--- src/rtl/i2c_seq_pkg.sv ---
package i2c_seq_pkg;

    typedef enum logic [1:0] {
        OP_START = 2'd0,
        OP_WRITE = 2'd1,
        OP_READ  = 2'd2,
        OP_STOP  = 2'd3
    } op_kind_t;

    typedef enum logic [1:0] {
        REQ_DIGIT = 2'd0,
        REQ_FILL  = 2'd1,
        REQ_DUMP  = 2'd2
    } req_kind_t;

    typedef struct packed {
        op_kind_t   kind;
        logic [7:0] data;
        logic       ack;
        logic       last;
    } op_t;

    // peripheral command bytes
    localparam logic [7:0] PCMD_POWER_ON  = 8'h06;
    localparam logic [7:0] PCMD_POWER_OFF = 8'h04;
    localparam logic [7:0] PCMD_SHOW      = 8'h01;
    localparam logic [7:0] PCMD_STORE     = 8'h02;
    localparam logic [7:0] PCMD_FETCH     = 8'h0B;
    localparam logic [7:0] SHOW_PORT      = 8'h00;
    localparam logic [7:0] MEM_BASE       = 8'h00;

    localparam logic [3:0] CODE_FILL = 4'd10;
    localparam logic [3:0] CODE_DUMP = 4'd11;

endpackage

--- src/rtl/i2c_seq_script.sv ---
module i2c_seq_script
    import i2c_seq_pkg::*;
#(
    parameter logic [6:0] SLAVE_ADDR = 7'h09,
    parameter int          BURST_LEN  = 8,
    parameter int          STEP_W     = 5
) (
    input  req_kind_t          kind,
    input  logic [3:0]         digit,
    input  logic [STEP_W-1:0]  step,
    output op_t                op
);
    localparam int WRAP_LEN = 3;
    localparam logic [STEP_W-1:0] WRAP_N     = STEP_W'(WRAP_LEN);
    localparam logic [STEP_W-1:0] BODY_DIGIT = STEP_W'(5);
    localparam logic [STEP_W-1:0] BODY_FILL  = STEP_W'(4 + BURST_LEN);
    localparam logic [STEP_W-1:0] BODY_DUMP  = STEP_W'(5 + BURST_LEN);
    localparam logic [STEP_W-1:0] FILL_END   = STEP_W'(3 + BURST_LEN);
    localparam logic [STEP_W-1:0] DUMP_END   = STEP_W'(4 + BURST_LEN);
    localparam logic [STEP_W-1:0] DUMP_LASTB = STEP_W'(3 + BURST_LEN);
    localparam logic [7:0] ADDR_W = {SLAVE_ADDR, 1'b0};
    localparam logic [7:0] ADDR_R = {SLAVE_ADDR, 1'b1};

    logic [STEP_W-1:0] body_len;
    logic [STEP_W-1:0] tail_base;
    logic [STEP_W-1:0] mid;
    logic [STEP_W-1:0] tail;

    always_comb begin
        case (kind)
            REQ_FILL: body_len = BODY_FILL;
            REQ_DUMP: body_len = BODY_DUMP;
            default:  body_len = BODY_DIGIT;
        endcase
        tail_base = WRAP_N + body_len;
        mid       = step - WRAP_N;
        tail      = step - tail_base;
    end

    always_comb begin
        op = '{kind: OP_STOP, data: 8'h00, ack: 1'b0, last: 1'b0};
        if (step < WRAP_N) begin
            // power-on transaction
            case (step)
                STEP_W'(0): op = '{kind: OP_START, data: ADDR_W,        ack: 1'b0, last: 1'b0};
                STEP_W'(1): op = '{kind: OP_WRITE, data: PCMD_POWER_ON, ack: 1'b0, last: 1'b0};
                default:    op = '{kind: OP_STOP,  data: 8'h00,         ack: 1'b0, last: 1'b0};
            endcase
        end else if (step < tail_base) begin
            case (kind)
                REQ_FILL: begin
                    if (mid == STEP_W'(0))
                        op = '{kind: OP_START, data: ADDR_W, ack: 1'b0, last: 1'b0};
                    else if (mid == STEP_W'(1))
                        op = '{kind: OP_WRITE, data: PCMD_STORE, ack: 1'b0, last: 1'b0};
                    else if (mid == STEP_W'(2))
                        op = '{kind: OP_WRITE, data: MEM_BASE, ack: 1'b0, last: 1'b0};
                    else if (mid < FILL_END)
                        op = '{kind: OP_WRITE, data: 8'(mid - STEP_W'(2)), ack: 1'b0, last: 1'b0};
                end
                REQ_DUMP: begin
                    if (mid == STEP_W'(0))
                        op = '{kind: OP_START, data: ADDR_W, ack: 1'b0, last: 1'b0};
                    else if (mid == STEP_W'(1))
                        op = '{kind: OP_WRITE, data: PCMD_FETCH, ack: 1'b0, last: 1'b0};
                    else if (mid == STEP_W'(2))
                        op = '{kind: OP_WRITE, data: MEM_BASE, ack: 1'b0, last: 1'b0};
                    else if (mid == STEP_W'(3))
                        op = '{kind: OP_START, data: ADDR_R, ack: 1'b0, last: 1'b0};
                    else if (mid < DUMP_END)
                        op = '{kind: OP_READ, data: 8'h00, ack: (mid != DUMP_LASTB), last: 1'b0};
                end
                default: begin
                    case (mid)
                        STEP_W'(0): op = '{kind: OP_START, data: ADDR_W,          ack: 1'b0, last: 1'b0};
                        STEP_W'(1): op = '{kind: OP_WRITE, data: PCMD_SHOW,       ack: 1'b0, last: 1'b0};
                        STEP_W'(2): op = '{kind: OP_WRITE, data: SHOW_PORT,       ack: 1'b0, last: 1'b0};
                        STEP_W'(3): op = '{kind: OP_WRITE, data: {4'h0, digit},   ack: 1'b0, last: 1'b0};
                        default:    op = '{kind: OP_STOP,  data: 8'h00,           ack: 1'b0, last: 1'b0};
                    endcase
                end
            endcase
        end else begin
            // power-off transaction
            case (tail)
                STEP_W'(0): op = '{kind: OP_START, data: ADDR_W,         ack: 1'b0, last: 1'b0};
                STEP_W'(1): op = '{kind: OP_WRITE, data: PCMD_POWER_OFF, ack: 1'b0, last: 1'b0};
                default:    op = '{kind: OP_STOP,  data: 8'h00,          ack: 1'b0, last: 1'b1};
            endcase
        end
    end
endmodule

--- src/rtl/i2c_seq_ctrl.sv ---
module i2c_seq_ctrl
    import i2c_seq_pkg::*;
#(
    parameter int STEP_W = 5
) (
    input  logic              clk,
    input  logic              rst_n,
    input  logic              req_valid,
    output logic              req_ready,
    input  logic [3:0]        req_code,
    output req_kind_t         seq_kind,
    output logic [3:0]        seq_digit,
    output logic [STEP_W-1:0] seq_step,
    input  op_t               cur_op,
    output logic              op_valid,
    input  logic              op_ready,
    output op_kind_t          op_kind,
    output logic [7:0]        op_data,
    output logic              op_ack,
    input  logic              eng_done,
    input  logic              eng_nack,
    input  logic [7:0]        eng_rdata,
    output logic              rd_valid,
    output logic [7:0]        rd_data,
    output logic              err_flag
);
    typedef enum logic [2:0] {
        ST_IDLE, ST_ISSUE, ST_WAIT, ST_ABORT, ST_ABWAIT
    } st_t;

    typedef struct packed {
        st_t               st;
        req_kind_t         kind;
        logic [3:0]        digit;
        logic [STEP_W-1:0] step;
        logic              err;
        logic              rdv;
        logic [7:0]        rdata;
    } ctl_t;

    ctl_t s_q, s_d;
    logic nack_hit;

    assign nack_hit = (s_q.st == ST_WAIT) && eng_done && eng_nack &&
                      (cur_op.kind == OP_START || cur_op.kind == OP_WRITE);

    always_comb begin
        s_d     = s_q;
        s_d.rdv = 1'b0;
        case (s_q.st)
            ST_IDLE: begin
                if (req_valid) begin
                    s_d.err  = 1'b0;
                    s_d.step = '0;
                    if (req_code < CODE_FILL) begin
                        s_d.kind  = REQ_DIGIT;
                        s_d.digit = req_code;
                        s_d.st    = ST_ISSUE;
                    end else if (req_code == CODE_FILL) begin
                        s_d.kind = REQ_FILL;
                        s_d.st   = ST_ISSUE;
                    end else if (req_code == CODE_DUMP) begin
                        s_d.kind = REQ_DUMP;
                        s_d.st   = ST_ISSUE;
                    end
                end
            end
            ST_ISSUE: if (op_ready) s_d.st = ST_WAIT;
            ST_WAIT: begin
                if (eng_done) begin
                    if (cur_op.kind == OP_READ) begin
                        s_d.rdv   = 1'b1;
                        s_d.rdata = eng_rdata;
                    end
                    if (nack_hit) begin
                        s_d.err = 1'b1;
                        s_d.st  = ST_ABORT;
                    end else if (cur_op.last) begin
                        s_d.st = ST_IDLE;
                    end else begin
                        s_d.step = s_q.step + STEP_W'(1);
                        s_d.st   = ST_ISSUE;
                    end
                end
            end
            ST_ABORT:  if (op_ready) s_d.st = ST_ABWAIT;
            ST_ABWAIT: if (eng_done) s_d.st = ST_IDLE;
            default:   s_d.st = ST_IDLE;
        endcase
    end

    always_ff @(posedge clk or negedge rst_n) begin
        if (!rst_n) begin
            s_q <= '{st: ST_IDLE, kind: REQ_DIGIT, digit: 4'h0, step: '0,
                     err: 1'b0, rdv: 1'b0, rdata: 8'h00};
        end else begin
            s_q <= s_d;
        end
    end

    logic aborting;
    assign aborting  = (s_q.st == ST_ABORT) || (s_q.st == ST_ABWAIT);
    assign req_ready = (s_q.st == ST_IDLE);
    assign op_valid  = (s_q.st == ST_ISSUE) || (s_q.st == ST_ABORT);
    assign op_kind   = aborting ? OP_STOP : cur_op.kind;
    assign op_data   = aborting ? 8'h00   : cur_op.data;
    assign op_ack    = aborting ? 1'b0    : cur_op.ack;
    assign seq_kind  = s_q.kind;
    assign seq_digit = s_q.digit;
    assign seq_step  = s_q.step;
    assign rd_valid  = s_q.rdv;
    assign rd_data   = s_q.rdata;
    assign err_flag  = s_q.err;


    busy_after_accept_chk: assert property (@(posedge clk) disable iff (!rst_n)
        (req_valid && req_ready && req_code <= CODE_DUMP) |=> !req_ready);


    op_hold_chk: assert property (@(posedge clk) disable iff (!rst_n)
        (op_valid && !op_ready) |=> (op_valid && $stable(op_kind) && $stable(op_data) && $stable(op_ack)));


    one_op_chk: assert property (@(posedge clk) disable iff (!rst_n)
        (op_valid && op_ready) |=> !op_valid);


    rd_source_chk: assert property (@(posedge clk) disable iff (!rst_n)
        rd_valid |-> ($past(eng_done) && $past(op_kind) == OP_READ));


    nack_stop_chk: assert property (@(posedge clk) disable iff (!rst_n)
        nack_hit |=> (err_flag && op_valid && op_kind == OP_STOP));


    err_clear_chk: assert property (@(posedge clk) disable iff (!rst_n)
        (req_valid && req_ready) |=> !err_flag);

endmodule

--- src/rtl/i2c_cmd_seq.sv ---
module i2c_cmd_seq
    import i2c_seq_pkg::*;
#(
    parameter int          BIT_RATE_HZ = 50_000,
    parameter logic [6:0]  SLAVE_ADDR  = 7'h09,
    parameter int          BURST_LEN   = 8
) (
    input  logic       clk,
    input  logic       rst_n,
    input  logic       req_valid,
    output logic       req_ready,
    input  logic [3:0] req_code,
    output logic       op_valid,
    input  logic       op_ready,
    output logic [1:0] op_kind,
    output logic [7:0] op_data,
    output logic       op_ack,
    input  logic       eng_done,
    input  logic       eng_nack,
    input  logic [7:0] eng_rdata,
    output logic       rd_valid,
    output logic [7:0] rd_data,
    output logic       err_flag
);
    localparam int MAX_STEPS = 3 + 5 + BURST_LEN + 3;
    localparam int STEP_W    = $clog2(MAX_STEPS + 1);

    if (BIT_RATE_HZ <= 0 || BURST_LEN < 1) begin : g_bad_cfg
        $error("i2c_cmd_seq: invalid configuration");
    end

    req_kind_t         seq_kind;
    logic [3:0]        seq_digit;
    logic [STEP_W-1:0] seq_step;
    op_t               cur_op;
    op_kind_t          kind_e;

    i2c_seq_script #(
        .SLAVE_ADDR (SLAVE_ADDR),
        .BURST_LEN  (BURST_LEN),
        .STEP_W     (STEP_W)
    ) u_script (
        .kind  (seq_kind),
        .digit (seq_digit),
        .step  (seq_step),
        .op    (cur_op)
    );

    i2c_seq_ctrl #(
        .STEP_W (STEP_W)
    ) u_ctrl (
        .clk       (clk),
        .rst_n     (rst_n),
        .req_valid (req_valid),
        .req_ready (req_ready),
        .req_code  (req_code),
        .seq_kind  (seq_kind),
        .seq_digit (seq_digit),
        .seq_step  (seq_step),
        .cur_op    (cur_op),
        .op_valid  (op_valid),
        .op_ready  (op_ready),
        .op_kind   (kind_e),
        .op_data   (op_data),
        .op_ack    (op_ack),
        .eng_done  (eng_done),
        .eng_nack  (eng_nack),
        .eng_rdata (eng_rdata),
        .rd_valid  (rd_valid),
        .rd_data   (rd_data),
        .err_flag  (err_flag)
    );

    assign op_kind = kind_e;


    start_addr_chk: assert property (@(posedge clk) disable iff (!rst_n)
        (op_valid && op_kind == 2'd0) |-> (op_data[7:1] == SLAVE_ADDR));


    ack_only_read_chk: assert property (@(posedge clk) disable iff (!rst_n)
        (op_valid && op_ack) |-> (op_kind == 2'd2));

endmodule

--- config.mk ---
export PLATFORM = sky130hd
export DESIGN_NAME = i2c_cmd_seq
export DESIGN_NICKNAME = d
export VERILOG_FILES = /design/src/rtl/i2c_seq_pkg.sv /design/src/rtl/i2c_seq_script.sv /design/src/rtl/i2c_seq_ctrl.sv /design/src/rtl/i2c_cmd_seq.sv
export SDC_FILE = /design/constraint.sdc
export NUM_CORES = 1
export LEC_CHECK = 0
export BUFFER_PORTS_ARGS = -buffer_cell sky130_fd_sc_hd__buf_2
export CORE_AREA = 2 2 74 76
export CTS_CLUSTER_SIZE = 8
export DETAILED_ROUTE_END_ITERATION = 8
export DIE_AREA = 0 0 76 78
export PLACE_DENSITY = 0.73
export SLEW_MARGIN = 20
export SYNTH_ARGS = -nofsm -noshare
export SYNTH_HDL_FRONTEND = slang
export SYNTH_HIERARCHICAL = 1
export SYNTH_SLANG_ARGS = --single-unit
--- constraint.sdc ---
create_clock -name clk -period 3.7 [get_ports clk]
set_input_delay 0.37 -clock clk [delete_from_list [all_inputs] [get_ports clk]]
set_output_delay 0.37 -clock clk [all_outputs]
set_load 0.01 [all_outputs]
# Yosys cells after proc, flatten, opt, wreduce, memory -nomap -nowiden
# Index checks and enable logic that the tools add are counted.
# word_totals
register_bits	24
in_bits	18
output_inout_bits	23
# op_classes
n_addsub	5
magnitude_cmp	5
n_eq_ne	25
muxes	38
n_reduce_logical	19
# op_table
op	count
two-way mux 12 bit	10
case mux 12 bit (2 select lines)	3
case mux 12 bit (4 select lines)	1
two-way mux 15 bit	2
two-way mux 5 bit	5
two-way mux 9 bit	2
== test 5 x 1 -> 1 bit, second input constant	3
logical NOT 5 bit	3
case mux 3 bit (5 select lines)	1
!= test 2 bit, second input constant	7
two-way mux 3 bit	4
case mux 6 bit (2 select lines)	1
two-way mux 11 bit	1
== test 5 x 2 -> 1 bit, second input constant	2
< comparator 5 x 4 -> 1 bit, second input constant	2
AND reduction 3 bit	3
== test 4 bit, second input constant	2
two-way mux 8 bit	1
case mux 4 bit (2 select lines)	1
== test 3 x 2 -> 1 bit, second input constant	2
AND reduction 6 bit	1
subtractor 5 x 2 -> 6 bit, second input constant	1
adder 2 x 4 -> 5 bit, first input constant	1
adder 5 x 1 -> 5 bit, second input constant	1
other kinds (23)	32

# Depth between registers and ports, before layout
# depth
word_depth	16
depth_mapped	17
depth_no_buf	14

# Cells and area by module
# The synthesis kept the hierarchy.
# modules_own_cells
mod	instances	cells_per_inst	area_per_inst_um2	seq_area_each_um2
i2c_seq_ctrl	1	153	1483.9	600.6
i2c_seq_script	1	165	1077.3	0.0

# Worst setup path before layout
# OpenSTA, ideal clock, no wires.
# synth_timing
path_kind	flip-flop to flip-flop
startpoint	register u_ctrl.s_q, in the netlist u_ctrl/seq_kind[1]
endpoint	register u_ctrl.s_q, in the netlist u_ctrl/rd_data[0]
setup_time_ns	0.125
arrival_ns	3.548
slack_ns	0.027
stages_incl_launch_ff	16
n_path_buf	3
period_less_slack_ns	3.673
path_cell_list	dfrtp_1 > buf_4 > inv_1 > ha_1 > clkbuf_1 > inv_1 > ha_1 > nor2b_1 > o21ai_0 > or3b_1 > a211oi_1 > a21oi_1 > a221o_1 > or3b_1 > buf_6 > mux2_4
# synth_rtl
element	line	text
start, declared	i2c_seq_ctrl.sv:41	ctl_t s_q, s_d;
start signal, assigned	i2c_seq_ctrl.sv:94	s_q <= '{st: ST_IDLE, kind: REQ_DIGIT, digit: 4'h0, step: '0,

==> results.sh <==
export IMPL_viasPerCell=5.88
export IMPL_pin_count_of_the_biggest_net_entering_global_routing=25
export IMPL_cp_end_kind="output pin"
export IMPL_timing_critical_path_slowest_cell_delay_ns=0.40
export IMPL_grt_overflow_total=0
export IMPL_floorplan_core_area_um2=5040
export IMPL_worst_slew_margin_rel_pct=52.9
export IMPL_critical_path_fanout_max=4
export IMPL_cts_sinks=24
export IMPL_vias_in_the_first_global_route=2265
export IMPL_total_of_endpoints_with_negative_setup_slack_in_the_final_report=0
export IMPL_die_w_um=76
export IMPL_postCtsHoldBufs=0
export IMPL_p_total_mw=1.48
export IMPL_std_cell_rows=26
export IMPL_clock_power_share_pct=15.5
export IMPL_antenna_cells_inserted=0
export IMPL_fin_crit_sh_pct=95.1
export IMPL_drive_gt1_share_pct=23.4
export IMPL_critical_path_arrival_ns=3.15
export IMPL_synth_largest_area_cell="sky130_fd_sc_hd__dfrtp_1"
export IMPL_synth_top_area_share_pct=23.4
export IMPL_yosysWarnings=6
export IMPL_design_portCount=41
export IMPL_status="complete, no violations"
export IMPL_global_routing_usage_summed_across_all_routing_layers_pct=20.8
export IMPL_gpl_final_weighted_congestion=0.961
export IMPL_layout_common_cells="40 x sky130_fd_sc_hd__buf_2, 35 x sky130_fd_sc_hd__nand2_1, 28 x sky130_fd_sc_hd__nor2_1, 24 x sky130_fd_sc_hd__dfrtp_1, 17 x sky130_fd_sc_hd__o21ai_0"
export IMPL_timing_critical_path_from_type="flip-flop"
export IMPL_total_switching_power_mw=0.614
export IMPL_intPower_mw=0.866
export IMPL_dieHeight_um=78
export IMPL_postRouteWirelength_um=6000
export IMPL_finalMaxSlewViolations=0
export IMPL_synth_async_sr_flop_share_pct=100
export IMPL_avgRoutedWirePerCell_um=14.7
export IMPL_achievable_frequency_mhz=284
export IMPL_detailroute_via_count=2398
export IMPL_fin_skew_ns=0.00214
export IMPL_detailedRoute_firstIterationViolations=169
export IMPL_most_common_cell_after_layout_fill_and_taps_aside="sky130_fd_sc_hd__buf_2"
export IMPL_clk_insertion_delay_late_ns=0.27
export IMPL_drc=0
export IMPL_ys_seq_elements=24
export IMPL_cellLeakagePower_nw=1.29
export IMPL_synth_avg_cell_area_um2=8.05
export IMPL_floorplan_initialDensity_pct=50.8
export IMPL_seq_power_share_pct=27.7
export IMPL_final_core_utilization_pct=55.1
export IMPL_die_area_um2=5930
export IMPL_fillCellCount=478
export IMPL_cp_slowest_cell="sky130_fd_sc_hd__dfrtp_1"
export IMPL_holdCritPathClass="in2async"
export IMPL_area_growth_synth_to_final_pct=8.50
export IMPL_detail_route_first_pass_iterations=5
export IMPL_worst_ep_required_time_ns=3.33
export IMPL_postRouteAntennaNets=0
export IMPL_slew_of_the_pin_with_the_lowest_slew_margin_ns=0.706
export IMPL_cts_buffers_inserted=3
export IMPL_global_route_wire_length_before_repair_um=10300
export IMPL_cap_violations=0
export IMPL_synth_cell_type_count=59
export IMPL_largest_voltage_drop_on_the_vdd_net_v=0.000425
export IMPL_worstRegToRegCells=17
export IMPL_final_nets=374
export IMPL_hold_viol_final=0
export IMPL_path_class="reg2out"
export IMPL_mapped_cells=318
export IMPL_crit_chain="inv_1, ha_2, inv_1, ha_1, nor2b_1, o21ai_0, or3b_1, a211oi_2, buf_4, o21ba_2, o211ai_1, buf_4, nand2b_1, buf_2"
export IMPL_timing_final_crit_period_ns=3.52
export IMPL_dp_hpwl_um=4640
export IMPL_cts_tree="built"
export IMPL_power_density_nw_per_um2=533
export IMPL_clkTransAtPathRegs_ns=0.08
export IMPL_ys_flop_type="sky130_fd_sc_hd__dfrtp_1"
export IMPL_place_port_buffers=40
export IMPL_clk_path_buf_depth=2
export IMPL_antenna_found_initial=0
export IMPL_netlist_top_cells_area="sky130_fd_sc_hd__dfrtp_1 23%, sky130_fd_sc_hd__ha_1 7.8%, sky130_fd_sc_hd__buf_4 6.2%"
export IMPL_clk_root_buffer_cell="sky130_fd_sc_hd__clkbuf_8"
export IMPL_synth_enable_flop_cells=0
export IMPL_combinationalPowerShare_pct=56.8
export IMPL_seq_area_frac_synth_pct=23.4
export IMPL_switching_share_pct=41.5
export IMPL_h_tree_depth=1
export IMPL_syn_nets=353
export IMPL_synthesis_area_um2=2560
critical path: cells and delay by family (launching register included):
family,cells,cell delay (ns)
AO/OA/AOI/OAI,4,0.65
adder cells (fa/ha/maj),2,0.50
buffers and inverters,5,0.65
flip-flops,1,0.40
AND/OR/NAND/NOR,3,0.66
registers in the layout, summed over array words and instances (netlist names):
name              flops
u_ctrl/seq_digit      4
u_ctrl/rd_data        8
u_ctrl/s_q            3
u_ctrl/rd_valid       1
u_ctrl/seq_kind       2
u_ctrl/seq_step       5
u_ctrl/err_flag       1
through the flow:
stage / setup TNS, ns / setup WS, ns / cells / area [um^2] / hold WS (ns)
3_5_place_dp: 0 / 0.213 / 403 / 2690 / 0.394
4_1_cts: 0 / 0.173 / 407 / 2760 / 0.0977
6_report: 0 / 0.182 / 408 / 2780 / 0.0735
3_3_place_gp: 0 / 0.254 / 403 / 2690 / 0.383
2_1_floorplan: 0 / 0.0270 / 318 / 2560 / 0.0744
5_1_grt: -0.0187 / -0.0187 / 408 / 2780 / 0.112
final cells by class:
cell class | instances | area [um^2] | share of cell area (%)
inverters | 13 | 48.8 | 1.76
repair buffers | 52 | 290 | 10.4
multi-input cells | 245 | 1680 | 60.5
clock inverters | 1 | 30.0 | 1.08
well taps | 70 | 87.6 | 3.15
flip-flops and latches | 24 | 601 | 21.6
clock buffers | 3 | 41.3 | 1.49
power groups by stage:
stage | registers (mW) | logic (mW) | clock network (mW)
floorplan | 0.378 | 0.704 | 0
global placement | 0.414 | 0.807 | 0
detailed placement | 0.414 | 0.816 | 0
CTS | 0.410 | 0.818 | 0.236
global route | 0.425 | 0.930 | 0.248
finish | 0.411 | 0.840 | 0.229
per-layer routing:
metal | routed length (um) | vias to the layer above | track usage [%] | share of wire [%]
li1 | - | 1151 | - | -
met1 | 2660 | 1136 | 28.0 | 44
met2 | 2930 | 97 | 34.6 | 49
met3 | 288 | 14 | 1.86 | 4.8
met4 | 123 | 0 | 8.00 | 2.1
met5 | 0 | - | 0 | 0
final timing paths:
| check | start | end | slack (ns) |
|---|---|---|---|
| max | u_ctrl/seq_kind[1] | op_kind[1] | 0.18 |
| min | rst_n | u_ctrl/s_q[23] | 0.07 |
| max reg2reg | u_ctrl/seq_kind[1] | u_ctrl/seq_step[3] | 0.30 |
| min reg2reg | u_ctrl/rd_data[6] | u_ctrl/rd_data[6] | 0.52 |
| max in group asynchronous | rst_n | u_ctrl/rd_data[0] | 3.26 |
| min in group clk | op_ready | u_ctrl/s_q[21] | 0.31 |
kinds of logic (layout without fill, tap and decap cells):
kind of cell	after synthesis	count (layout)	share of synthesized area, %
compound gates	78	78	21.7
xor+xnor	7	7	2.39
fa+ha+maj	17	17	8.60
buf+inv	49	69	11.5
flops	24	24	23.4
mux	9	9	5.13
simple gates	134	134	27.2
cell usage after synthesis, drive strengths merged (3+ instances only):
cell type,n
and2,11
inv,13
or3b,4
o21ai,18
o22ai,3
clkbuf,9
a211oi,5
o211ai,5
xor2,3
nor2,28
nand3,12
mux2,9
buf,27
nand4,5
nor3,8
ha,16
xnor2,4
nor2b,5
nand2b,13
nand2,35
dfrtp,24
a21oi,17
a31oi,7
timing repair:
| item | 4_1_cts | 5_1_grt |
|---|---|---|
| setup buffers | 0 | 1 |
| endpoints found under the setup margin | 0 | 11 |
| resized for setup | 0 | 4 |
Note: power is estimated with default switching activity, not from simulation.
